--- src/rtl/spi_regif_pkg.sv ---
package spi_regif_pkg;

    typedef enum logic [2:0] {
        ST_IDLE,
        ST_CMD,
        ST_FETCH,
        ST_RDATA,
        ST_WDATA,
        ST_COMMIT,
        ST_HOLD
    } ctrl_state_e;

endpackage

--- src/rtl/spi_pin_sync.sv ---
module spi_pin_sync #(
    parameter int             W       = 3,
    parameter int             STAGES  = 2,
    parameter logic [W-1:0]   RST_VAL = '0
) (
    input  logic         clk,
    input  logic         rst_n,
    input  logic [W-1:0] din,
    output logic [W-1:0] dout
);

    generate
        for (genvar gi = 0; gi < W; gi++) begin : g_bit
            logic [STAGES-1:0] chain;
            always_ff @(posedge clk or negedge rst_n) begin
                if (!rst_n) begin
                    chain <= {STAGES{RST_VAL[gi]}};
                end else begin
                    chain <= {chain[STAGES-2:0], din[gi]};
                end
            end
            assign dout[gi] = chain[STAGES-1];
        end
    endgenerate

endmodule

--- src/rtl/spi_shift_unit.sv ---
module spi_shift_unit #(
    parameter int DATA_W = 8,
    parameter int SH_W   = 8,
    parameter int CNT_W  = 3
) (
    input  logic              clk,
    input  logic              rst_n,
    input  logic              idle,
    input  logic              sample_en,
    input  logic              byte_done,
    input  logic              rx_en,
    input  logic              launch_en,
    input  logic              tx_load,
    input  logic              tx_active,
    input  logic [DATA_W-1:0] load_val,
    input  logic              mosi_s,
    output logic [SH_W-1:0]   rx_q,
    output logic [SH_W-1:0]   rx_next,
    output logic [CNT_W-1:0]  bit_cnt,
    output logic              miso_q
);

    logic [DATA_W-1:0] tx_q;

    assign rx_next = {rx_q[SH_W-2:0], mosi_s};

    // bit counter over falling edges of the current byte
    always_ff @(posedge clk or negedge rst_n) begin
        if (!rst_n) begin
            bit_cnt <= '0;
        end else if (idle) begin
            bit_cnt <= '0;
        end else if (sample_en) begin
            bit_cnt <= byte_done ? '0 : bit_cnt + CNT_W'(1);
        end
    end

    // receive shifter, MSB first
    always_ff @(posedge clk or negedge rst_n) begin
        if (!rst_n) begin
            rx_q <= '0;
        end else if (sample_en && rx_en) begin
            rx_q <= rx_next;
        end
    end

    // transmit shifter, launched on rising SCLK
    always_ff @(posedge clk or negedge rst_n) begin
        if (!rst_n) begin
            tx_q   <= '0;
            miso_q <= 1'b0;
        end else if (idle) begin
            miso_q <= 1'b0;
        end else if (tx_load) begin
            tx_q <= load_val;
        end else if (launch_en) begin
            if (tx_active) begin
                miso_q <= tx_q[DATA_W-1];
                tx_q   <= {tx_q[DATA_W-2:0], 1'b0};
            end else begin
                miso_q <= 1'b0;
            end
        end
    end

    p_miso_edge_r3: assert property (@(posedge clk) disable iff (!rst_n)
        !$stable(miso_q) |-> ($past(launch_en) || $past(idle)));

    p_miso_quiet_r10: assert property (@(posedge clk) disable iff (!rst_n)
        $rose(miso_q) |-> $past(tx_active));

endmodule

--- src/rtl/spi_ctrl_fsm.sv ---
module spi_ctrl_fsm
    import spi_regif_pkg::*;
#(
    parameter int ADDR_W = 7,
    parameter int DATA_W = 8,
    parameter int SH_W   = 8,
    parameter int CNT_W  = 3
) (
    input  logic              clk,
    input  logic              rst_n,
    input  logic              ss_s,
    input  logic              ss_fall,
    input  logic              sclk_fall,
    input  logic [CNT_W-1:0]  bit_cnt,
    input  logic [SH_W-1:0]   rx_next,
    output logic              idle,
    output logic              sample_en,
    output logic              byte_done,
    output logic              rx_en,
    output logic              tx_load,
    output logic              tx_active,
    output logic              miso_oe,
    output logic              reg_we,
    output logic [ADDR_W-1:0] reg_addr
);

    localparam int               CMD_W     = ADDR_W + 1;
    localparam logic [CNT_W-1:0] CMD_LAST  = CNT_W'(CMD_W - 1);
    localparam logic [CNT_W-1:0] DATA_LAST = CNT_W'(DATA_W - 1);

    ctrl_state_e state_q, state_d;
    logic        count_en;
    logic        read_q;
    logic [CNT_W-1:0] last_idx;

    // state register
    always_ff @(posedge clk or negedge rst_n) begin
        if (!rst_n) begin
            state_q <= ST_IDLE;
        end else begin
            state_q <= state_d;
        end
    end

    // command capture
    always_ff @(posedge clk or negedge rst_n) begin
        if (!rst_n) begin
            reg_addr <= '0;
            read_q   <= 1'b0;
        end else if (state_q == ST_CMD && byte_done) begin
            reg_addr <= rx_next[CMD_W-1:1];
            read_q   <= rx_next[0];
        end
    end

    assign last_idx  = (state_q == ST_CMD) ? CMD_LAST : DATA_LAST;
    assign sample_en = sclk_fall && count_en;
    assign byte_done = sample_en && (bit_cnt == last_idx);

    // next state
    always_comb begin
        state_d = state_q;
        if (ss_s) begin
            state_d = ST_IDLE;
        end else begin
            unique case (state_q)
                ST_IDLE:   if (ss_fall) state_d = ST_CMD;
                ST_CMD:    if (byte_done) state_d = rx_next[0] ? ST_FETCH : ST_WDATA;
                ST_FETCH:  state_d = ST_RDATA;
                ST_RDATA:  if (byte_done) state_d = ST_HOLD;
                ST_WDATA:  if (byte_done) state_d = ST_COMMIT;
                ST_COMMIT: state_d = ST_HOLD;
                ST_HOLD:   state_d = ST_HOLD;
                default:   state_d = ST_IDLE;
            endcase
        end
    end

    // outputs decoded from state
    always_comb begin
        idle      = 1'b0;
        count_en  = 1'b0;
        rx_en     = 1'b0;
        tx_load   = 1'b0;
        tx_active = 1'b0;
        reg_we    = 1'b0;
        miso_oe   = 1'b1;
        unique case (state_q)
            ST_IDLE:   begin idle = 1'b1; miso_oe = 1'b0; end
            ST_CMD:    begin count_en = 1'b1; rx_en = 1'b1; end
            ST_FETCH:  tx_load = 1'b1;
            ST_RDATA:  begin count_en = 1'b1; tx_active = 1'b1; end
            ST_WDATA:  begin count_en = 1'b1; rx_en = 1'b1; end
            ST_COMMIT: reg_we = 1'b1;
            ST_HOLD:   ;
            default:   begin idle = 1'b1; miso_oe = 1'b0; end
        endcase
    end

    p_we_pulse_r5: assert property (@(posedge clk) disable iff (!rst_n)
        reg_we |=> !reg_we);

    p_read_no_we_r7: assert property (@(posedge clk) disable iff (!rst_n)
        reg_we |-> !read_q);

endmodule

--- src/rtl/spi_reg_target.sv ---
module spi_reg_target #(
    parameter int ADDR_W      = 7,
    parameter int DATA_W      = 8,
    parameter int SYNC_STAGES = 2
) (
    input  logic              clk,
    input  logic              rst_n,
    input  logic              spi_sclk,
    input  logic              spi_ss_n,
    input  logic              spi_mosi,
    output logic              spi_miso,
    output logic              spi_miso_oe,
    output logic [ADDR_W-1:0] reg_addr,
    output logic [DATA_W-1:0] reg_wdata,
    output logic              reg_we,
    input  logic [DATA_W-1:0] reg_rdata
);

    localparam int CMD_W = ADDR_W + 1;
    localparam int SH_W  = (CMD_W > DATA_W) ? CMD_W : DATA_W;
    localparam int CNT_W = $clog2(SH_W);

    logic [2:0] pins_s;
    logic       ss_s, sclk_s, mosi_s;
    logic       ss_d, sclk_d;
    logic       ss_fall, sclk_rise, sclk_fall;

    logic             idle, sample_en, byte_done, rx_en;
    logic             tx_load, tx_active;
    logic [SH_W-1:0]  rx_q, rx_next;
    logic [CNT_W-1:0] bit_cnt;

    spi_pin_sync #(
        .W       (3),
        .STAGES  (SYNC_STAGES),
        .RST_VAL (3'b100)
    ) u_sync (
        .clk   (clk),
        .rst_n (rst_n),
        .din   ({spi_ss_n, spi_sclk, spi_mosi}),
        .dout  (pins_s)
    );

    assign {ss_s, sclk_s, mosi_s} = pins_s;

    always_ff @(posedge clk or negedge rst_n) begin
        if (!rst_n) begin
            ss_d   <= 1'b1;
            sclk_d <= 1'b0;
        end else begin
            ss_d   <= ss_s;
            sclk_d <= sclk_s;
        end
    end

    assign ss_fall   = ss_d && !ss_s;
    assign sclk_rise = sclk_s && !sclk_d;
    assign sclk_fall = sclk_d && !sclk_s;

    spi_ctrl_fsm #(
        .ADDR_W (ADDR_W),
        .DATA_W (DATA_W),
        .SH_W   (SH_W),
        .CNT_W  (CNT_W)
    ) u_fsm (
        .clk       (clk),
        .rst_n     (rst_n),
        .ss_s      (ss_s),
        .ss_fall   (ss_fall),
        .sclk_fall (sclk_fall),
        .bit_cnt   (bit_cnt),
        .rx_next   (rx_next),
        .idle      (idle),
        .sample_en (sample_en),
        .byte_done (byte_done),
        .rx_en     (rx_en),
        .tx_load   (tx_load),
        .tx_active (tx_active),
        .miso_oe   (spi_miso_oe),
        .reg_we    (reg_we),
        .reg_addr  (reg_addr)
    );

    spi_shift_unit #(
        .DATA_W (DATA_W),
        .SH_W   (SH_W),
        .CNT_W  (CNT_W)
    ) u_shift (
        .clk       (clk),
        .rst_n     (rst_n),
        .idle      (idle),
        .sample_en (sample_en),
        .byte_done (byte_done),
        .rx_en     (rx_en),
        .launch_en (sclk_rise),
        .tx_load   (tx_load),
        .tx_active (tx_active),
        .load_val  (reg_rdata),
        .mosi_s    (mosi_s),
        .rx_q      (rx_q),
        .rx_next   (rx_next),
        .bit_cnt   (bit_cnt),
        .miso_q    (spi_miso)
    );

    assign reg_wdata = rx_q[DATA_W-1:0];

    p_oe_off_r2: assert property (@(posedge clk) disable iff (!rst_n)
        (ss_s && $past(ss_s)) |-> !spi_miso_oe);

    p_no_we_after_ss_r8: assert property (@(posedge clk) disable iff (!rst_n)
        ss_s |=> !reg_we);

    p_addr_stable_r5: assert property (@(posedge clk) disable iff (!rst_n)
        reg_we |-> $stable(reg_addr));

endmodule

--- config.mk ---
export PLATFORM = sky130hd
export DESIGN_NAME = spi_reg_target
export DESIGN_NICKNAME = d
export VERILOG_FILES = /design/src/rtl/spi_regif_pkg.sv /design/src/rtl/spi_pin_sync.sv /design/src/rtl/spi_shift_unit.sv /design/src/rtl/spi_ctrl_fsm.sv /design/src/rtl/spi_reg_target.sv
export SDC_FILE = /design/constraint.sdc
export NUM_CORES = 1
export LEC_CHECK = 0
export BUFFER_PORTS_ARGS = -buffer_cell sky130_fd_sc_hd__buf_2
export CAP_MARGIN = 20
export CORE_ASPECT_RATIO = 0.7
export CORE_MARGIN = 2
export CORE_UTILIZATION = 25
export CTS_CLUSTER_SIZE = 12
export DETAILED_ROUTE_END_ITERATION = 16
export PLACE_DENSITY = 0.52
export SYNTH_ARGS = -nofsm -noshare
export SYNTH_HDL_FRONTEND = slang
export SYNTH_SLANG_ARGS = --single-unit
--- constraint.sdc ---
create_clock -name clk -period 1.5 [get_ports clk]
set_input_delay 0.225 -clock clk [delete_from_list [all_inputs] [get_ports clk]]
set_output_delay 0.225 -clock clk [all_outputs]
set_load 0.05 [all_outputs]
Yosys cells after proc, flatten, opt, wreduce, memory -nomap -nowiden
Index checks and enable logic that the tools add are counted.

Multiplexer cells: 23. Eq/ne operators: 14. Add/sub/neg operators: 1. Reduce and logical (&&, ||, !) cells: 20.

Operators by type and width (number): $mux W3 (9); $mux W8 (3); $pmux W3 S6 (1); $eq A3 B3 Y1 const B (4); $mux W1 (10); $ne A3 B2 Y1 const B (3); $logic_and A1 B1 Y1 (7); $eq A3 B2 Y1 const B (2); $reduce_or A6 Y1 (1); $ne A2 B1 Y1 const B (2); $reduce_and A4 Y1 (1); $reduce_bool A2 Y1 (2); $reduce_or A2 Y1 (2); $add A3 B1 Y3 const B (1); $eq A3 B1 Y1 const B (1); $logic_not A1 Y1 (3); $logic_not A3 Y1 (1); $ne A3 B3 Y1 const B (1); $reduce_and A3 Y1 (1); $reduce_or A3 Y1 (1); $ne A2 B2 Y1 const B (1); $reduce_and A2 Y1 (1).

Flip-flop bits (word level): 38. Output and inout port bits: 18. Word-level logic and storage cells: 69. Bits of input ports: 13.

Logic depth before layout (Yosys ltp)
Gate-level depths: netlist (run 1).

Depth after elaboration: 8. Depth in mapped cells: 5. Mapped depth without buffers: 5.

Modules after synthesis
From an unflattened synthesis (run 1), not the netlist that was laid out.

Cell total of the unflattened synthesis: 135. Area, all modules: 1773.0 um^2.

Modules (own cells, without submodules): spi_shift_unit (cells an instance 72, times used 1, area an instance 980.9 um^2); spi_ctrl_fsm (cells an instance 49, times used 1, area an instance 544.3 um^2); spi_pin_sync (cells an instance 9, times used 1, area an instance 175.2 um^2); spi_reg_target (cells an instance 5, times used 1, area an instance 72.6 um^2).

Worst setup path before layout (run 1)
Ideal clock, no wire load.

Path kind: reg2out. Start point: register u_fsm.state_q[1]. End point: output reg_we. Path buffers: 2. Cell stages (with the launch flop): 4. Slack: -0.114 ns. Arrival: 1.389 ns. Data required time: 1.275 ns. Cell sequence: dfrtp_1 buf_2 clkbuf_1 nor2_1.

Longest elaborated chain between the ends: 2.

Ends and longest elaborated chain: from (decl) (line spi_ctrl_fsm.sv:31) `ctrl_state_e state_q, state_d;`; from (signal assigned) (line spi_ctrl_fsm.sv:41) `state_q <= state_d;`; $eq A3 B3 Y1 (line spi_ctrl_fsm.sv:88) `unique case (state_q)`; $mux W1 (line spi_ctrl_fsm.sv:88); to (decl) (line spi_reg_target.sv:15) `output logic reg_we,`.

No other way between the ends.

Worst setup path in the final report (run 1)
Start point: register u_fsm.state_q[2]. End point: output spi_miso_oe.

Longest elaborated chain between the ends: 3.

Ends and longest elaborated chain: $eq A3 B2 Y1 (tied with other cells) (line spi_ctrl_fsm.sv:88); $reduce_or A6 Y1 (no line) *; $mux W1 * (line spi_ctrl_fsm.sv:88); to (decl) (line spi_reg_target.sv:12) `output logic spi_miso_oe,`.

Every way passes the cells marked *; elsewhere a longest branch is shown, timed or not.

==> results of run 1 <==
-- cell usage after synthesis --
master     number  share of area
nand2b_1        3          0.011
a211oi_1        2         0.0089
nand3_1         8          0.024
o21ai_1         1         0.0030
o31ai_1         2         0.0089
and2_1          2         0.0074
a21oi_1         1         0.0030
or3b_4          1         0.0067
mux2_1          7          0.047
nor4bb_1        2          0.012
o211ai_1        5          0.022
nor2_1          3         0.0067
and4b_1         2          0.012
a2111o_1        1         0.0067
dfrtp_1        35           0.52
nor2b_1         3          0.011
nand2_1        17          0.038
buf_2           6          0.018
or3b_1          2          0.010
a31oi_1         4          0.015
a21boi_0        1         0.0045
clkbuf_1        2         0.0045
o21ai_0         3         0.0089
dfstp_2         3          0.047
mux2_2          8          0.054
and3_1          1         0.0037
a32o_1          1         0.0059
a32oi_1         2          0.010
nor3b_2         1         0.0074
nor3b_1         3          0.013
inv_1           4         0.0089
and4bb_1        1         0.0074
or3_1           1         0.0037
a2111oi_2       1         0.0089
o21ai_2         1         0.0052
ha_1            2          0.015
-- cells by family (layout without fill, tap and decap cells) --
group	count (synthesis)	in the layout
AOI/OAI and AO/OA	25	25
DFF	38	38
and+or+nand+nor	50	50
adders and majority gates	2	2
buffers and inverters	12	77
muxes	15	15
-- critical path, stage by stage, from the launching register on --
cell     delay, ns
dfrtp_2       0.42
buf_6         0.11
or3_4         0.34
nand2_4       0.07
inv_2         0.03
buf_6         0.14
-- routing by layer --
| layer | GRT usage | wire length (um) | share of wire | up-vias |
|---|---|---|---|---|
| li1 | - | - | - | 645 |
| met1 | 0.179 | 2150 | 0.56 | 638 |
| met2 | 0.130 | 1490 | 0.39 | 16 |
| met3 | 0.0354 | 136 | 0.036 | 4 |
| met4 | 0.0444 | 54 | 0.014 | 0 |
| met5 | 0 | 0 | 0 | - |
-- placed cells by master (no fill, tap or decap), types with 3 or more instances in the layout --
cell type	count
dfrtp_1	31
buf_2	28
buf_4	27
nand2_1	16
nand3_1	8
mux2_4	7
buf_6	7
clkbuf_8	6
mux2_2	5
o211ai_1	5
a31oi_1	4
dfrtp_2	4
nor3b_2	3
nand2b_1	3
o21ai_1	3
inv_1	3
mux2_1	3
dfstp_2	3
-- repair_timing --
action                     in CTS  in global routing
hold buffers                    1                  0
setup endpoints to repair      21                 30
pin swaps                       5                 12
hold endpoints to repair       16                  0
setup buffers                   2                  8
resized for setup              14                 30
-- sequential cells by signal (all words and copies together) (netlist names) --
register            flops
u_shift.rx_q            8
u_shift.tx_q            8
u_fsm.reg_addr          7
u_sync.g_bit.chain      6
u_fsm.state_q           3
u_shift.bit_cnt         3
sclk_d                  1
ss_d                    1
u_shift.miso_q          1
-- area by class of cell --
| type | instances | share of cell area |
|---|---|---|
| clock buffer | 6 | 0.0333 |
| clock inverter | 2 | 0.00505 |
| inverter | 4 | 0.00606 |
| multi-input combinational | 92 | 0.332 |
| sequential | 38 | 0.387 |
| tap | 91 | 0.0460 |
| timing repair buffer | 65 | 0.190 |
-- worst paths after layout --
path                                                 end  slack (ns)  cells after the start
worst max-delay path                         spi_miso_oe       -0.13                      5
worst min-delay path            u_sync.g_bit[2].chain[0]        0.03                      1
worst max register to register        u_shift.bit_cnt[0]       -0.10                      4
worst min register to register  u_sync.g_bit[1].chain[1]        0.35                      0
max in group asynchronous                           ss_d        0.55                      3
min in group asynchronous              u_fsm.reg_addr[2]        0.42                      2
-- power by group through the flow --
stage	combinational (mW)	clock, mW	sequential [mW]
floorplan	0.105	0	1.43
global placement	0.515	0	1.21
detailed placement	0.518	0	1.21
CTS	0.528	0.776	1.19
global route	0.589	0.838	1.20
finish	0.563	0.740	1.19
==> metrics.txt, run 1 <==
die area=7410 um2; VDD IR max=0.000767 V; Post-Synth Adder-Cell Area=0.0149; Initial Utilization=0.264; Final Slew Violations=0; worst-skew pair later-pin latency=0.29 ns; Inst Count DP=281; design area=2480 um2; mux cell area share after synthesis=0.100; row count=24; synth warn=0; I/O pin total=31; complex-gate fraction of the synthesized area=0.112; maxcap violations=0; Routed WL per cell=12.8 um; multi-input logic area=822 um2; CP startpoint kind=register; main combinational cell family by area after synthesis=simple AND/OR/NAND/NOR gates; DP Wirelength=2660 um; RSZ-0062 raised after global routing=true; vias per cell=4.37; pwr dens=1010 nW/um2; worst slew pin tran=0.427 ns; H-tree depth=2; Fill cells=651; largest fanout on the critical path=2; minimum clock period=1.63 ns; post-synthesis register bit count=38; Post-Syn Instances=142; Detailed Route WL=3830 um; root cell of the clock tree=clkbuf_8; r2r startpoint=u_fsm.state_q[0]; Setup WS post-layout=-0.133 ns; final net count=221; Switching Share=0.327; register area share after synthesis=0.567; Final Core Density=0.389; simple-gate share of the synthesized area=0.175; final hold viol count=0; Yosys cell types=36; CTS Buf Count=5; Clock Power Share=0.297; First-pass DRT Iterations=4; Slew HR=0.716; combinational group share of total power=0.226; Leak=1.16 nW; worst hold start=spi_ss_n; IO buf count=30; Final setup viols=22; Post-Syn Area=1680 um2; failing checks=negative setup slack; initial antenna violation count=0; clk sink count=38; Die Ht=72.6 um; CTS clk-pin slew, worst paths=0.08 ns; die width=102 um; Fmax=613 MHz; WP data required=1.27 ns; Critical Path AT=1.41 ns; total global routing overflow=0; Area growth, synth to finish=47.2%; worst min-delay path category=input pin to register; vias in the first global route=1210; largest net degree at the start of global routing=23; setup TNS=-0.668 ns; status=finished with violations; Routed Antenna Nets=0; placed cell area=2160 um2; DRT iter0 DRCs=46; fin crit share=1.09; Overall Power=2.49 mW; CTS tree=done; final non-filler cell total=298; internal power=1.68 mW; global-route wire length before repair=6130 um; Sw Pwr=0.814 mW; Mapped Avg Cell Area=11.9 um2; post-synth net total=157; antenna cell count=0; layout cell share with drive strength beyond 1=0.546; Reg power frac=0.477; DR vias=1303; Clock Path Buffers=2; Seq. cell area=960 um2; global placer's final weighted congestion=0.773; Residual DRC=0; dpl ws=-0.0636 ns; CP Launch Point=u_fsm.state_q[2]; Post-Synth XOR/XNOR Area=0; core area=6370 um2; All-Layer GR Usage=0.111; Setup Skew=0.00447 ns; CP Capture Type=primary output; Min Hold Slack=0.0294 ns; type of the worst setup path=register to primary output
Power figures use the tool's default switching activity.
==> run 2: changes to the inputs <==
- REMOVE_ABC_BUFFERS: not set -> 1
==> metrics.txt, run 2 (same netlist as run 1, synthesis figures left out) <==
most common cell after layout, fill and taps aside=dfrtp_1; CTS tree=done; DR vias=1335; worst min-delay path category=input pin to register; IO buf count=30; status=finished with violations; path depth of the worst reg2reg path=5; total global routing overflow=0; worst-skew pair later-pin latency=0.29 ns; layout cell share with drive strength beyond 1=0.543; maxcap violations=0; combinational group share of total power=0.238; RSZ-0062 raised after global routing=true; vias per cell=4.44; final net count=224; DRT iter0 DRCs=29; CP Launch Point=u_fsm.state_q[0]; die area=7410 um2; Residual DRC=0; Fill cells=623; CTS Buf Count=5; commonest cells after routing, fill and taps aside=dfrtp_1, buf_2, buf_4, nand2_1, buf_6; DP Wirelength=2580 um; vias in the first global route=1286; VDD IR max=0.000431 V; Final Slew Violations=0; core area=6370 um2; largest net degree at the start of global routing=24; Detailed Route WL=3930 um; Sw Pwr=0.807 mW; Fmax=597 MHz; Switching Share=0.321; root cell of the clock tree=clkbuf_8; Inst Count DP=278; Worst Setup EP=spi_miso_oe; largest fanout on the critical path=2; initial antenna violation count=0; final non-filler cell total=301; Leak=1.22 nW; Top Registers=u_shift.rx_q x8, u_shift.tx_q x8, u_fsm.reg_addr x7; CTS clk-pin slew, worst paths=0.07 ns; global placer's final weighted congestion=0.749; CP startpoint kind=register; clk sink count=38; worst slew pin tran=0.396 ns; Final setup viols=27; Clock Power Share=0.287; All-Layer GR Usage=0.106; minimum clock period=1.67 ns; Setup Skew=0.00758 ns; Die Ht=72.6 um; I/O pin total=31; CP Capture Type=primary output; failing checks=negative setup slack; Final Core Density=0.401; Area growth, synth to finish=51.5%; Reg power frac=0.475; Routed Antenna Nets=0; type of the worst setup path=register to primary output; final hold viol count=0; Routed WL per cell=13.1 um; H-tree depth=2; pwr dens=985 nW/um2; Setup WS post-layout=-0.174 ns; fin crit share=1.12; internal reg-to-reg setup slack=-0.12 ns; Critical Path AT=1.45 ns; die width=102 um; internal power=1.70 mW; Initial Utilization=0.264; r2r startpoint=u_fsm.state_q[0]; antenna cell count=0; row count=24; worst r2r dst=u_shift.bit_cnt[0]; global-route wire length before repair=6130 um; First-pass DRT Iterations=4; WP data required=1.27 ns; Overall Power=2.51 mW; Clock Path Buffers=2; Slew HR=0.736
==> run 2: power groups by stage <==
stage	Combinational, mW	Sequential (mW)	Clock, mW
floorplan	0.0997	1.44	0
global placement	0.503	1.21	0
detailed placement	0.505	1.21	0
CTS	0.545	1.19	0.743
global route	0.625	1.21	0.796
finish	0.597	1.19	0.721
==> run 2: timing repair <==
| item | 4_1_cts | 5_1_grt |
|---|---|---|
| setup endpoints to repair | 25 | 28 |
| hold buffers | 1 | 0 |
| gates resized for setup | 29 | 30 |
| endpoints found under the hold margin | 15 | 0 |
| pin swaps | 11 | 15 |
| buffers inserted | 7 | 9 |
==> run 2: per-stage QoR <==
stage / TNS (ns) / hold slack [ns] / instance area, um2 / setup WS, ns
3_3_place_gp: -1.14 / 0.176 / 2090 / -0.113
5_1_grt: -3.04 / 0.0187 / 2550 / -0.230
4_1_cts: -0.272 / 0.0275 / 2370 / -0.207
2_1_floorplan: -0.937 / -0.0706 / 1650 / -0.122
3_5_place_dp: -1.45 / 0.172 / 2090 / -0.107
6_report: -1.17 / 0.0355 / 2550 / -0.174
==> run 2: worst min path at each step <==
| stage | cells past startpoint | end | start | slack [ns] |
|---|---|---|---|---|
| 3_3_place_gp | 1 | u_shift.rx_q[0] | rst_n | 0.18 |
| 3_5_place_dp | 1 | u_shift.rx_q[0] | rst_n | 0.17 |
| 4_1_cts | 1 | u_sync.g_bit[2].chain[0] | spi_ss_n | 0.03 |
| 2_1_floorplan | 0 | sclk_d | rst_n | -0.07 |
| 6_report | 1 | u_sync.g_bit[2].chain[0] | spi_ss_n | 0.04 |
| 5_1_grt | 1 | u_sync.g_bit[2].chain[0] | spi_ss_n | 0.02 |
==> run 2: final cells by class <==
class | count | area [um2] | share of cell area
Clock buffer | 7 | 86.3 | 0.0339
Clock inverter | 1 | 5.00 | 0.00196
Inverter | 4 | 15.0 | 0.00589
Multi-Input combinational cell | 92 | 861 | 0.338
Sequential cell | 38 | 957 | 0.375
Tap cell | 91 | 114 | 0.0447
Timing Repair Buffer | 68 | 512 | 0.201
==> run 2: critical path, cell delays in order, from the launching register on <==
cell     delay, ns
dfrtp_1       0.40
buf_6         0.12
or3_4         0.40
nand2_4       0.07
inv_2         0.04
buf_8         0.14
==> run 2: per-layer routing <==
layer,vias to the layer above,part of all wire,global-route usage
li1,650,-,-
met1,665,0.48,0.142
met2,15,0.49,0.174
met3,5,0.022,0.0230
met4,0,0.0064,0.0356
met5,-,0,0
==> run 3: changes to the inputs <==
- PLACE_DENSITY: 0.52 -> 0.5
- SETUP_SLACK_MARGIN: not set -> 0.2
- clock period: 1.5 -> 1.68 ns (I/O delays scaled with it)
==> metrics.txt, run 3 (same netlist as run 1, synthesis figures left out) <==
Routed Antenna Nets=0; global placer's final weighted congestion=0.708; Routed WL per cell=13.4 um; die area=7410 um2; I/O pin total=31; type of the worst setup path=register to primary output; clk sink count=38; minimum clock period=1.62 ns; layout cell share with drive strength beyond 1=0.517; Leak=1.13 nW; CTS clk-pin slew, worst paths=0.07 ns; final net count=215; VDD IR max=0.000461 V; pwr dens=901 nW/um2; vias per cell=4.59; IO buf count=30; WP data required=1.43 ns; DRT iter0 DRCs=37; H-tree depth=2; vias in the first global route=1290; Area growth, synth to finish=44.4%; Residual DRC=0; root cell of the clock tree=clkbuf_8; largest fanout on the critical path=4; RSZ-0062 raised after global routing=true; total global routing overflow=0; Top Registers=u_shift.rx_q x8, u_shift.tx_q x8, u_fsm.reg_addr x7; fin crit share=0.964; worst r2r dst=u_fsm.reg_addr[0]; All-Layer GR Usage=0.111; final hold viol count=0; maxcap violations=0; worst-skew pair later-pin latency=0.29 ns; die width=102 um; Critical Path AT=1.37 ns; Final setup viols=0; Final Slew Violations=0; Initial Utilization=0.264; Hold Path Cell Cnt=1; worst min-delay path category=input pin to register; internal reg-to-reg setup slack=0.07 ns; CP Capture Type=primary output; CTS tree=done; global-route wire length before repair=6250 um; DP Wirelength=2490 um; r2r startpoint=u_fsm.state_q[1]; Fmax=618 MHz; Setup Skew=0.00735 ns; worst hold start=spi_ss_n; largest net degree at the start of global routing=21; WHS Endpoint=u_sync.g_bit[2].chain[0]; row count=24; First-pass DRT Iterations=4; Detailed Route WL=3920 um; Overall Power=2.19 mW; core area=6370 um2; DR vias=1339; Die Ht=72.6 um; CTS Buf Count=5; initial antenna violation count=0; antenna cell count=0; CP startpoint kind=register; status=finished, final reports clean; Clock Path Buffers=2; Slew HR=0.684; path depth of the worst reg2reg path=5; most common cell after layout, fill and taps aside=dfrtp_1; commonest cells after routing, fill and taps aside=dfrtp_1, buf_2, buf_4, nand2_1; worst slew pin tran=0.474 ns; setup TNS=0 ns
[run 3: cell types whose count changed in the layout (fill, tap and decap cells not counted), sizes merged]
cell | previous run | this run
buf | 67 | 57
and2 | 2 | 3
[run 3: worst max-delay path, cell delays in order, from the launching register on]
cell and delay (ns):
dfrtp_1 0.42, or3_4 0.42, nand2_4 0.07, inv_2 0.03, buf_6 0.14
[run 3: power breakdown]
part           switching (mW)  internal, mW
clock network           0.313         0.331
registers              0.0772         0.992
logic                   0.321         0.154
total                   0.712          1.48
[run 3: how the worst max path moves through the flow]
stage	start	endpoint
2_1_floorplan	u_fsm.state_q[1]	u_fsm.reg_addr[0]
3_3_place_gp	u_shift.bit_cnt[0]	u_shift.bit_cnt[1]
3_5_place_dp	u_shift.bit_cnt[0]	u_shift.bit_cnt[1]
4_1_cts	u_fsm.state_q[1]	spi_miso_oe
5_1_grt	u_fsm.state_q[1]	spi_miso_oe
6_report	u_fsm.state_q[1]	spi_miso_oe
[run 3: metal layers]
metal,up-vias,track usage,share of wire
met5,-,0,0
met4,0,0.0667,0.014
met3,4,0.0268,0.021
met2,15,0.158,0.46
met1,685,0.154,0.50
li1,635,-,-
[run 3: stage by stage]
| step | hold slack, ns | cells | instance area, um2 | utilization | setup WS, ns |
|---|---|---|---|---|---|
| finish | 0.0588 | 292 | 2430 | 0.382 | 0.0610 |
| global route | 0.0276 | 292 | 2430 | 0.382 | -0.00161 |
| CTS | 0.0423 | 288 | 2300 | 0.361 | 0.0469 |
| detailed placement | 0.231 | 268 | 2020 | 0.317 | 0.0174 |
| global placement | 0.236 | 268 | 2020 | 0.317 | 0.00985 |
| floorplan | -0.0436 | 134 | 1650 | - | 0.0584 |
[run 3: cell type report]
type                    count  area [um2]
flip-flops and latches     38         956
clock inverters             1        5.00
clock buffers               7        86.3
repair buffers             58         423
inverters                   4        15.0
fillers                   646        3940
well taps                  91         114
multi-input cells          93         831
[run 3: timing repair]
action                     4_1_cts  5_1_grt
hold endpoints to repair        18        0
setup endpoints to repair       30       31
buffers inserted                10        4
hold buffers                     1        0
pin swaps                        7        6
gates cloned                     1        0
gates resized for setup         24       23
